<file path="src/rtl/page_perm_pkg.sv">
package page_perm_pkg;

    typedef enum logic [1:0] {
        ACC_LOAD  = 2'd0,
        ACC_STORE = 2'd1,
        ACC_FETCH = 2'd2,
        ACC_RSVD  = 2'd3
    } acc_e;

    localparam int RT_R = 0;
    localparam int RT_W = 1;
    localparam int RT_X = 2;

    localparam logic [31:0] ST_PAGE_DENY = 32'h0800_0000;
    localparam logic [31:0] ST_IS_STORE  = 32'h0200_0000;
    localparam logic [31:0] ST_MASK_DENY = 32'h0020_0000;
    localparam logic [31:0] ST_NO_ENTRY  = 32'h4000_0000;
    localparam logic [31:0] ST_SEG_NX    = 32'h1000_0000;

    typedef struct packed {
        logic        valid;
        logic [2:0]  rights;
        logic        fault;
        logic [31:0] status;
        logic        to_hv;
    } rsp_t;

endpackage

</file>
<file path="src/rtl/perm_pp_decode.sv">
module perm_pp_decode
    import page_perm_pkg::*;
(
    input  logic       eff_key,
    input  logic [2:0] pp_code,
    input  logic       pte_nx,
    input  logic       pte_g,
    input  logic       seg_nx,
    output logic [2:0] rights
);
    logic rd, wr;

    always_comb begin
        rd = 1'b0;
        wr = 1'b0;
        if (!eff_key) begin
            unique case (pp_code)
                3'd0, 3'd1, 3'd2: begin rd = 1'b1; wr = 1'b1; end
                3'd3, 3'd6:       rd = 1'b1;
                default:          ;
            endcase
        end else begin
            unique case (pp_code)
                3'd1, 3'd3: rd = 1'b1;
                3'd2:       begin rd = 1'b1; wr = 1'b1; end
                default:    ;
            endcase
        end
        rights        = '0;
        rights[RT_R]  = rd;
        rights[RT_W]  = wr;
        rights[RT_X]  = ~(pte_nx | pte_g | seg_nx);
    end
endmodule

</file>
<file path="src/rtl/perm_key_mask.sv">
module perm_key_mask
    import page_perm_pkg::*;
#(
    parameter int NUM_KEYS = 32,
    localparam int KEY_W   = $clog2(NUM_KEYS),
    localparam int MASK_W  = 2 * NUM_KEYS
) (
    input  logic              clk,
    input  logic              rst_n,
    input  logic              we,
    input  logic [MASK_W-1:0] wdata,
    input  logic              en,
    input  logic [KEY_W-1:0]  key_sel,
    output logic [2:0]        rights
);
    logic [MASK_W-1:0] mask_d, mask_q;
    logic [1:0]        slot [NUM_KEYS];
    logic [1:0]        sel_bits;

    // Key k owns the pair counted from the top of the register.
    for (genvar k = 0; k < NUM_KEYS; k++) begin : g_slot
        assign slot[k] = mask_q[2*(NUM_KEYS-1-k) +: 2];
    end

    assign sel_bits = slot[key_sel];

    always_comb begin
        mask_d = mask_q;
        if (we) mask_d = wdata;
        rights       = 3'b111;
        if (en) begin
            rights[RT_R] = ~sel_bits[0];
            rights[RT_W] = ~sel_bits[1];
        end
    end

    always_ff @(posedge clk) begin
        if (!rst_n) mask_q <= '0;
        else        mask_q <= mask_d;
    end
endmodule

</file>
<file path="src/rtl/perm_fault_encode.sv">
module perm_fault_encode
    import page_perm_pkg::*;
(
    input  logic [1:0]  acc,
    input  logic        seg_nx,
    input  logic        found,
    input  logic [2:0]  page_rights,
    input  logic [2:0]  mask_rights,
    output logic        fault,
    output logic [31:0] status,
    output logic [2:0]  granted
);
    acc_e       acc_v;
    logic [2:0] need;
    logic [2:0] prot;
    logic       is_store, is_fetch;

    assign acc_v    = acc_e'(acc);
    assign is_store = (acc_v == ACC_STORE);
    assign is_fetch = (acc_v == ACC_FETCH);
    assign prot     = page_rights & mask_rights;

    always_comb begin
        need = '0;
        unique case (acc_v)
            ACC_STORE: need[RT_W] = 1'b1;
            ACC_FETCH: need[RT_X] = 1'b1;
            default:   need[RT_R] = 1'b1;
        endcase
    end

    always_comb begin
        fault  = 1'b0;
        status = '0;
        if (is_fetch && seg_nx) begin
            fault  = 1'b1;
            status = ST_SEG_NX;
        end else if (!found) begin
            fault  = 1'b1;
            status = ST_NO_ENTRY | (is_store ? ST_IS_STORE : 32'h0);
        end else if ((need & ~prot) != 3'b000) begin
            fault = 1'b1;
            if (is_fetch) begin
                status = ST_PAGE_DENY;
            end else begin
                if ((need & ~page_rights) != 3'b000) status = status | ST_PAGE_DENY;
                if (is_store)                        status = status | ST_IS_STORE;
                if ((need & ~mask_rights) != 3'b000) status = status | ST_MASK_DENY;
            end
        end
        granted = prot;
        if (!is_store) granted[RT_W] = 1'b0;
        if (fault)     granted = '0;
    end
endmodule

</file>
<file path="src/rtl/page_perm_check.sv">
module page_perm_check
    import page_perm_pkg::*;
#(
    parameter int NUM_KEYS = 32,
    localparam int KEY_W   = $clog2(NUM_KEYS),
    localparam int MASK_W  = 2 * NUM_KEYS
) (
    input  logic              clk,
    input  logic              rst_n,
    input  logic              req_valid,
    input  logic [1:0]        req_acc,
    input  logic              req_prob,
    input  logic              seg_key_user,
    input  logic              seg_key_sup,
    input  logic              seg_noexec,
    input  logic              pte_found,
    input  logic [1:0]        pte_pp,
    input  logic              pte_pp_hi,
    input  logic              pte_noexec,
    input  logic              pte_guard,
    input  logic [KEY_W-1:0]  pte_key,
    input  logic              mask_en,
    input  logic              vpm1_ctl,
    input  logic              hv_state,
    input  logic              mask_we,
    input  logic [MASK_W-1:0] mask_wdata,
    output logic              rsp_valid,
    output logic [2:0]        rsp_rights,
    output logic              rsp_fault,
    output logic [31:0]       rsp_status,
    output logic              rsp_to_hv
);
    logic        eff_key;
    logic [2:0]  page_rights, mask_rights, granted;
    logic        flt;
    logic [31:0] flt_status;
    rsp_t        rsp_d, rsp_q;

    assign eff_key = req_prob ? seg_key_user : seg_key_sup;

    perm_pp_decode u_pp (
        .eff_key (eff_key),
        .pp_code ({pte_pp_hi, pte_pp}),
        .pte_nx  (pte_noexec),
        .pte_g   (pte_guard),
        .seg_nx  (seg_noexec),
        .rights  (page_rights)
    );

    perm_key_mask #(.NUM_KEYS(NUM_KEYS)) u_mask (
        .clk     (clk),
        .rst_n   (rst_n),
        .we      (mask_we),
        .wdata   (mask_wdata),
        .en      (mask_en),
        .key_sel (pte_key),
        .rights  (mask_rights)
    );

    perm_fault_encode u_enc (
        .acc         (req_acc),
        .seg_nx      (seg_noexec),
        .found       (pte_found),
        .page_rights (page_rights),
        .mask_rights (mask_rights),
        .fault       (flt),
        .status      (flt_status),
        .granted     (granted)
    );

    always_comb begin
        rsp_d = '0;
        if (req_valid) begin
            rsp_d.valid  = 1'b1;
            rsp_d.rights = granted;
            rsp_d.fault  = flt;
            rsp_d.status = flt_status;
            rsp_d.to_hv  = flt & vpm1_ctl & ~hv_state;
        end
    end

    always_ff @(posedge clk) begin
        if (!rst_n) rsp_q <= '0;
        else        rsp_q <= rsp_d;
    end

    assign rsp_valid  = rsp_q.valid;
    assign rsp_rights = rsp_q.rights;
    assign rsp_fault  = rsp_q.fault;
    assign rsp_status = rsp_q.status;
    assign rsp_to_hv  = rsp_q.to_hv;
endmodule

</file>
<file path="config.mk">
export PLATFORM = sky130hd
export DESIGN_NAME = page_perm_check
export DESIGN_NICKNAME = d
export VERILOG_FILES = /design/src/rtl/page_perm_pkg.sv /design/src/rtl/perm_pp_decode.sv /design/src/rtl/perm_key_mask.sv /design/src/rtl/perm_fault_encode.sv /design/src/rtl/page_perm_check.sv
export SDC_FILE = /design/constraint.sdc
export NUM_CORES = 1
export LEC_CHECK = 0
export CAP_MARGIN = 25
export CELL_PAD_IN_SITES_DETAIL_PLACEMENT = 0
export CELL_PAD_IN_SITES_GLOBAL_PLACEMENT = 1
export CORE_ASPECT_RATIO = 1.1
export CORE_UTILIZATION = 38
export CTS_CLUSTER_SIZE = 24
export DETAILED_ROUTE_END_ITERATION = 12
export PLACE_DENSITY_LB_ADDON = 0.1
export SYNTH_ARGS = -nofsm -noshare
export SYNTH_HDL_FRONTEND = slang
export SYNTH_SLANG_ARGS = --single-unit
export TNS_END_PERCENT = 10
</file>
<file path="constraint.sdc">
create_clock -name clk -period 4.8 [get_ports clk]
set_input_delay 0.96 -clock clk [delete_from_list [all_inputs] [get_ports clk]]
set_output_delay 0.96 -clock clk [all_outputs]
set_load 0.05 [all_outputs]
</file>
=== Word level (Yosys, flattened, before mapping) ===
Cells that the tools add are included.

* Equal/unequal tests: 6
* $lt $le $gt $ge: 1
* Reductions and logical operators: 13
* Multiplexer cells: 28
* Bitwise gates (word level): 19

{| class="wikitable"
|+ Operators with widths
! kind !! count
|-
| 32-bit two-way mux || 3
|-
| 28-bit two-way mux || 2
|-
| 26-bit two-way mux || 2
|-
| 38-bit two-way mux || 1
|-
| 22-bit two-way mux || 1
|-
| 1-bit two-way mux || 14
|-
| 3-bit bitwise AND || 4
|-
| 3-bit OR reduction || 4
|-
| 2-bit binary-select mux with 5-bit select || 1
|-
| 3-bit NOT || 3
|-
| 3-bit nonzero test || 3
|-
| 1-bit NOT || 7
|-
| 3-bit by 2-bit equality test with 1-bit output (second input constant) || 2
|-
| 6-bit >= comparator (second input constant) || 1
|-
| 2-bit two-way mux || 3
|-
| 5-bit NOT with 6-bit output || 1
|-
| 5-bit OR reduction || 1
|-
| 4-bit OR reduction || 1
|-
| 3-bit by 1-bit equality test with 1-bit output (second input constant) || 1
|-
| 3-bit equality test (second input constant) || 1
|-
| 3-bit zero test || 1
|-
| 3-bit two-way mux || 1
|-
| 1-bit bitwise AND || 2
|-
| 2-bit by 1-bit equality test with 1-bit output (second input constant) || 1
|-
| 5 further kinds || 6
|}

* Bits in registers: 102
* Bits of input ports: 88
* Output and inout bits: 38

=== Depth between registers and ports, before layout ===
* Word-level depth: 16
* Gate-level depth with buffers: 8
* Gate-level depth less buffers: 7

=== Hierarchy ===
A second synthesis with hierarchy kept.

* Cells, all modules: 404
* Area, all modules: 4513.1 um^2

{| class="wikitable"
|+ By module, submodules not included
! module !! cells each !! area an instance (um^2) !! instances
|-
| perm_key_mask || 251 || 2970.3 || 1
|-
| page_perm_check || 83 || 1051.0 || 1
|-
| perm_fault_encode || 61 || 432.9 || 1
|-
| perm_pp_decode || 9 || 58.8 || 1
|}

=== Least setup slack after synthesis ===
No wires, ideal clock.

* Path kind: input to register
* From: input pte_key[1]
* To: register rsp_q, in the netlist rsp_rights[2]
* Slack: 2078 ps
* Stages on the path: 8
* Data required time: 4683 ps
* Data arrival time: 2605 ps
* Buffers on the path: 2
* Cells stage by stage: buf_6 -> buf_12 -> mux2i_1 -> mux4_2 -> and3b_4 -> nor4_4 -> a21oi_2 -> and4bb_1

* Word-level cells in the longest chain between the ends: 14

{| class="wikitable"
|+ Ends and longest elaborated chain
! element !! RTL line !! RTL
|-
| start: declaration || page_perm_check.sv:21 || <nowiki>input logic [KEY_W-1:0] pte_key,</nowiki>
|-
| 5-bit NOT with 6-bit output (implied by the code) (*) || perm_key_mask.sv:25 || <nowiki>assign sel_bits = slot[key_sel];</nowiki>
|-
| 2-bit binary-select mux with 5-bit select (*) || perm_key_mask.sv:25 ||
|-
| 2-bit two-way mux (implied by the code) (*) (2 in a row) || perm_key_mask.sv:25 ||
|-
| 1-bit NOT, on equally long branches || perm_key_mask.sv:32, perm_key_mask.sv:33 ||
|-
| 2-bit two-way mux (*) || perm_key_mask.sv:31 || <nowiki>if (en) begin</nowiki>
|-
| 3-bit bitwise AND (*) || perm_fault_encode.sv:21 || <nowiki>assign prot = page_rights & mask_rights;</nowiki>
|-
| 3-bit NOT (*) || perm_fault_encode.sv:41 || <nowiki>end else if ((need & ~prot) != 3'b000) begin</nowiki>
|-
| 3-bit bitwise AND (*) || perm_fault_encode.sv:41 ||
|-
| 3-bit nonzero test (*) || perm_fault_encode.sv:41 ||
|-
| 1-bit two-way mux (*) || perm_fault_encode.sv:41 ||
|-
| 1-bit two-way mux (*) || perm_fault_encode.sv:38 || <nowiki>end else if (!found) begin</nowiki>
|-
| 1-bit two-way mux (*) || perm_fault_encode.sv:35 || <nowiki>if (is_fetch && seg_nx) begin</nowiki>
|-
| 3-bit OR reduction (no source line) (*) || -- ||
|-
| end signal: assignment || page_perm_check.sv:84 || <nowiki>else rsp_q <= rsp_d;</nowiki>
|-
| end: declaration || page_perm_check.sv:37 || <nowiki>rsp_t rsp_d, rsp_q;</nowiki>
|}

Every way passes the cells marked *; elsewhere a longest branch is shown, timed or not. The select of a mux whose other input is x is not followed.
A chain may end at the register's enable or synchronous reset.

=== Final worst setup path ===
* From: input pte_key[0]
* To: register rsp_q, in the netlist rsp_rights[2]

Same word-level chain as after synthesis.

==> impl_metrics.json <==
{
  "core_area_um2": 9490,
  "slew_headroom_pct": 53.7,
  "fin_setup_tns_ns": 0,
  "finalMaxSlewViolations": 0,
  "p_leak_nw": 2.02,
  "io_pins": 126,
  "vias_per_cell": 4.76,
  "path_max_fanout": 11,
  "dieWidth_um": 96.8,
  "dieArea_um2": 10300,
  "synthToLayoutAreaGrowth_pct": 29.9,
  "finalSetupViolations": 0,
  "ir_drop_uv": 128,
  "syn_area_um2": 3760,
  "yosysUniqueCellTypes": 42,
  "rows": 37,
  "antenna_cells": 0,
  "reg2reg_slack_ns": 2.83,
  "holdPathEnd": "u_mask.mask_q[35]",
  "clock-sinks": 75,
  "wl_mm": 7.96,
  "port_buffers": 98,
  "worstPathCellList": "clkdlybuf4s50_1 -> mux4_2 -> nor2b_1 -> a2111oi_2 -> nor4_4 -> a21oi_2 -> and4bb_1",
  "crit_required_ns": 5.09,
  "ys_async_sr_fraction_pct": 0,
  "whs_ns": 0.515,
  "dr_total_vias": 2632,
  "pre_cts_slack_ns": 1.11,
  "synth_warnings": 0,
  "fin_ws_ns": 1.49,
  "nFillCells": 883,
  "min_path_cells": 2,
  "synth_top_area_share_pct": 40.0,
  "clock.fmax_ghz": 0.302,
  "rsz0062_at_grt": "false",
  "clkLatencyLatePin_ns": 0.34,
  "grt_pass1_wl_mm": 13.4,
  "grt_pass1_vias": 2700,
  "yosysSeqAreaShare_pct": 40.0,
  "ctsHoldBuffers": 0,
  "post-cts-setup-buffers": 0,
  "cpMaxStageDelayCell": "clkdlybuf4s50_1",
  "clockRootBuffer": "clkbuf_8",
  "startpoint_type": "input pin",
  "ys_seq_elements": 75,
  "place_hpwl_mm": 5.68,
  "ys.flop_type": "dfxtp_1",
  "grt_max_degree": 66,
  "drtPass1Iterations": 5,
  "clk_pin_slew_worst_paths_ns": 0.07,
  "postRouteAntennaNets": 0,
  "synth_common_cells": "mux2i_1 (76), dfxtp_1 (75), nor2b_1 (69)",
  "drc": 0,
  "min_from": "u_mask.mask_q[35]",
  "r2r_start": "u_mask.mask_q[60]",
  "hold_viol": 0,
  "cp-end-kind": "flip-flop",
  "post_cts_resize_count": 0,
  "final_layout_size_suffix_gt1_share_pct": 10.8,
  "worstSetupPathType": "in -> reg",
  "syn_avg_cell_area_um2": 11.1,
  "die_height_um": 106,
  "layout.nets": 522,
  "grt_antenna_before_repair": 0,
  "period_share_pct": 69.0,
  "status": "finished, final reports clean",
  "gp_congestion": 0.739,
  "cts_tree": "done",
  "syn_inst": 339,
  "max_cap_viol_count": 0,
  "clock_path_buffers": 2,
  "gr-total-overflow": 0,
  "numCtsBuffers": 9,
  "fin_worst_skew_ns": 0.00732,
  "post_drt_wl_per_cell_um": 14.4,
  "synth.most_common_cell": "mux2i_1",
  "initial_core_util_pct": 39.6,
  "powerDensity_nw_per_um2": 286,
  "cp.arrival_ns": 3.60,
  "drt_iter0_drc": 106,
  "worstMarginPinSlew_ns": 0.693,
  "grtUsageTotal_pct": 16.3,
  "finalCriticalPeriod_ns": 3.31,
  "reg2reg_to": "rsp_rights[2]",
  "synth_top_cell_by_area": "dfxtp_1",
  "reg2reg_depth": 6,
  "cts_max_level": 3,
  "synth_area_leaders": "dfxtp_1 (40%), mux2i_1 (20%), nor2b_1 (11%)",
  "critical-path-max-stage-delay_ns": 0.92,
  "hp-class": "reg -> reg",
  "synth_edf_count": 0
}
metrics by stage:
step	total power, W	util [%]	instance area, µm²	std cells
floorplan	0.000891	-	3850	365
finish	0.00140	51.4	4880	553
CTS	0.00141	51.1	4850	552
global placement	0.000979	49.3	4680	536
global route	0.00147	51.4	4880	553
detailed placement	0.000981	49.3	4680	536
per-layer routing:
metal / vias to the layer above / share of wire [%] / wire length, µm / global-route usage (%)
met1: 1213 / 46 / 3660 / 20.7
met4: 0 / 1.4 / 112 / 6.40
li1: 1313 / - / - / -
met2: 97 / 48 / 3800 / 27.2
met5: - / 0 / 0 / 0
met3: 9 / 4.8 / 381 / 3.35
final cells by class:
cell class	instances	area, µm²	area share (%)
Clock buffer	11	131	2.69
Clock inverter	5	38.8	0.795
Inverter	6	22.5	0.462
Multi-Input combinational cell	238	2020	41.5
Sequential cell	75	1500	30.8
Tap cell	117	146	3.00
Timing Repair Buffer	101	1020	20.8
critical path, delay by kind of cell:
family | cells | cell delay (ns)
buffers and inverters | 1 | 0.92
AOI/OAI and AO/OA | 2 | 0.70
muxes | 1 | 0.57
and+or+nand+nor | 3 | 0.44
cell families (layout without fill, tap and decap cells):
| group | after synthesis | in the layout | share of synthesized area (%) |
|---|---|---|---|
| and+or+nand+nor | 93 | 93 | 16.4 |
| buffers and inverters | 52 | 123 | 8.79 |
| adders and majority gates | 3 | 3 | 0.999 |
| AOI/OAI and AO/OA | 20 | 20 | 4.20 |
| muxes | 95 | 95 | 29.5 |
| DFF | 75 | 75 | 40.0 |
| other | 1 | 27 | 0.0998 |
cell usage in the layout (no fill, tap or decap), types with 2 or more instances in the layout:
| cell | count |
|---|---|
| a21oi_1 | 2 |
| and3b_1 | 3 |
| clkinvlp_4 | 4 |
| clkdlybuf4s50_1 | 96 |
| mux2_2 | 6 |
| clkbuf_1 | 2 |
| a31oi_1 | 2 |
| o21ai_0 | 3 |
| nor3_1 | 2 |
| buf_4 | 3 |
| nor2_1 | 4 |
| mux4_2 | 12 |
| clkbuf_8 | 9 |
| dfxtp_1 | 75 |
| nor4_4 | 2 |
| o21ai_1 | 2 |
| o22ai_1 | 2 |
| nor2b_1 | 69 |
| conb_1 | 27 |
| nand2_1 | 4 |
| mux2i_1 | 76 |
| a2111oi_2 | 2 |
| inv_1 | 6 |
| ha_1 | 3 |
worst max path at each step:
stage          cells after the start  slack [ns]        from             to
3_5_place_dp                       7        1.11  pte_key[0]  rsp_rights[2]
3_3_place_gp                       7        1.16  pte_key[0]  rsp_rights[2]
4_1_cts                            7        1.47  pte_key[0]  rsp_rights[2]
2_1_floorplan                      8        2.08  pte_key[1]  rsp_rights[2]
6_report                           7        1.49  pte_key[0]  rsp_rights[2]
5_1_grt                            7        1.36  pte_key[0]  rsp_rights[2]
power breakdown:
group	internal [W]	leakage, nW	switching, W
Clock	0.000190	0.0722	0.000240
Combinational	0.000147	1.33	0.000145
Sequential	0.000656	0.618	0.0000177
sequential cells by signal (all words and copies together) (netlist names):
signal and count:
u_mask.mask_q 64, rsp_rights 3, rsp_fault 1, rsp_to_hv 1, rsp_valid 1, rsp_status 5
Power figures use the tool's default switching activity.
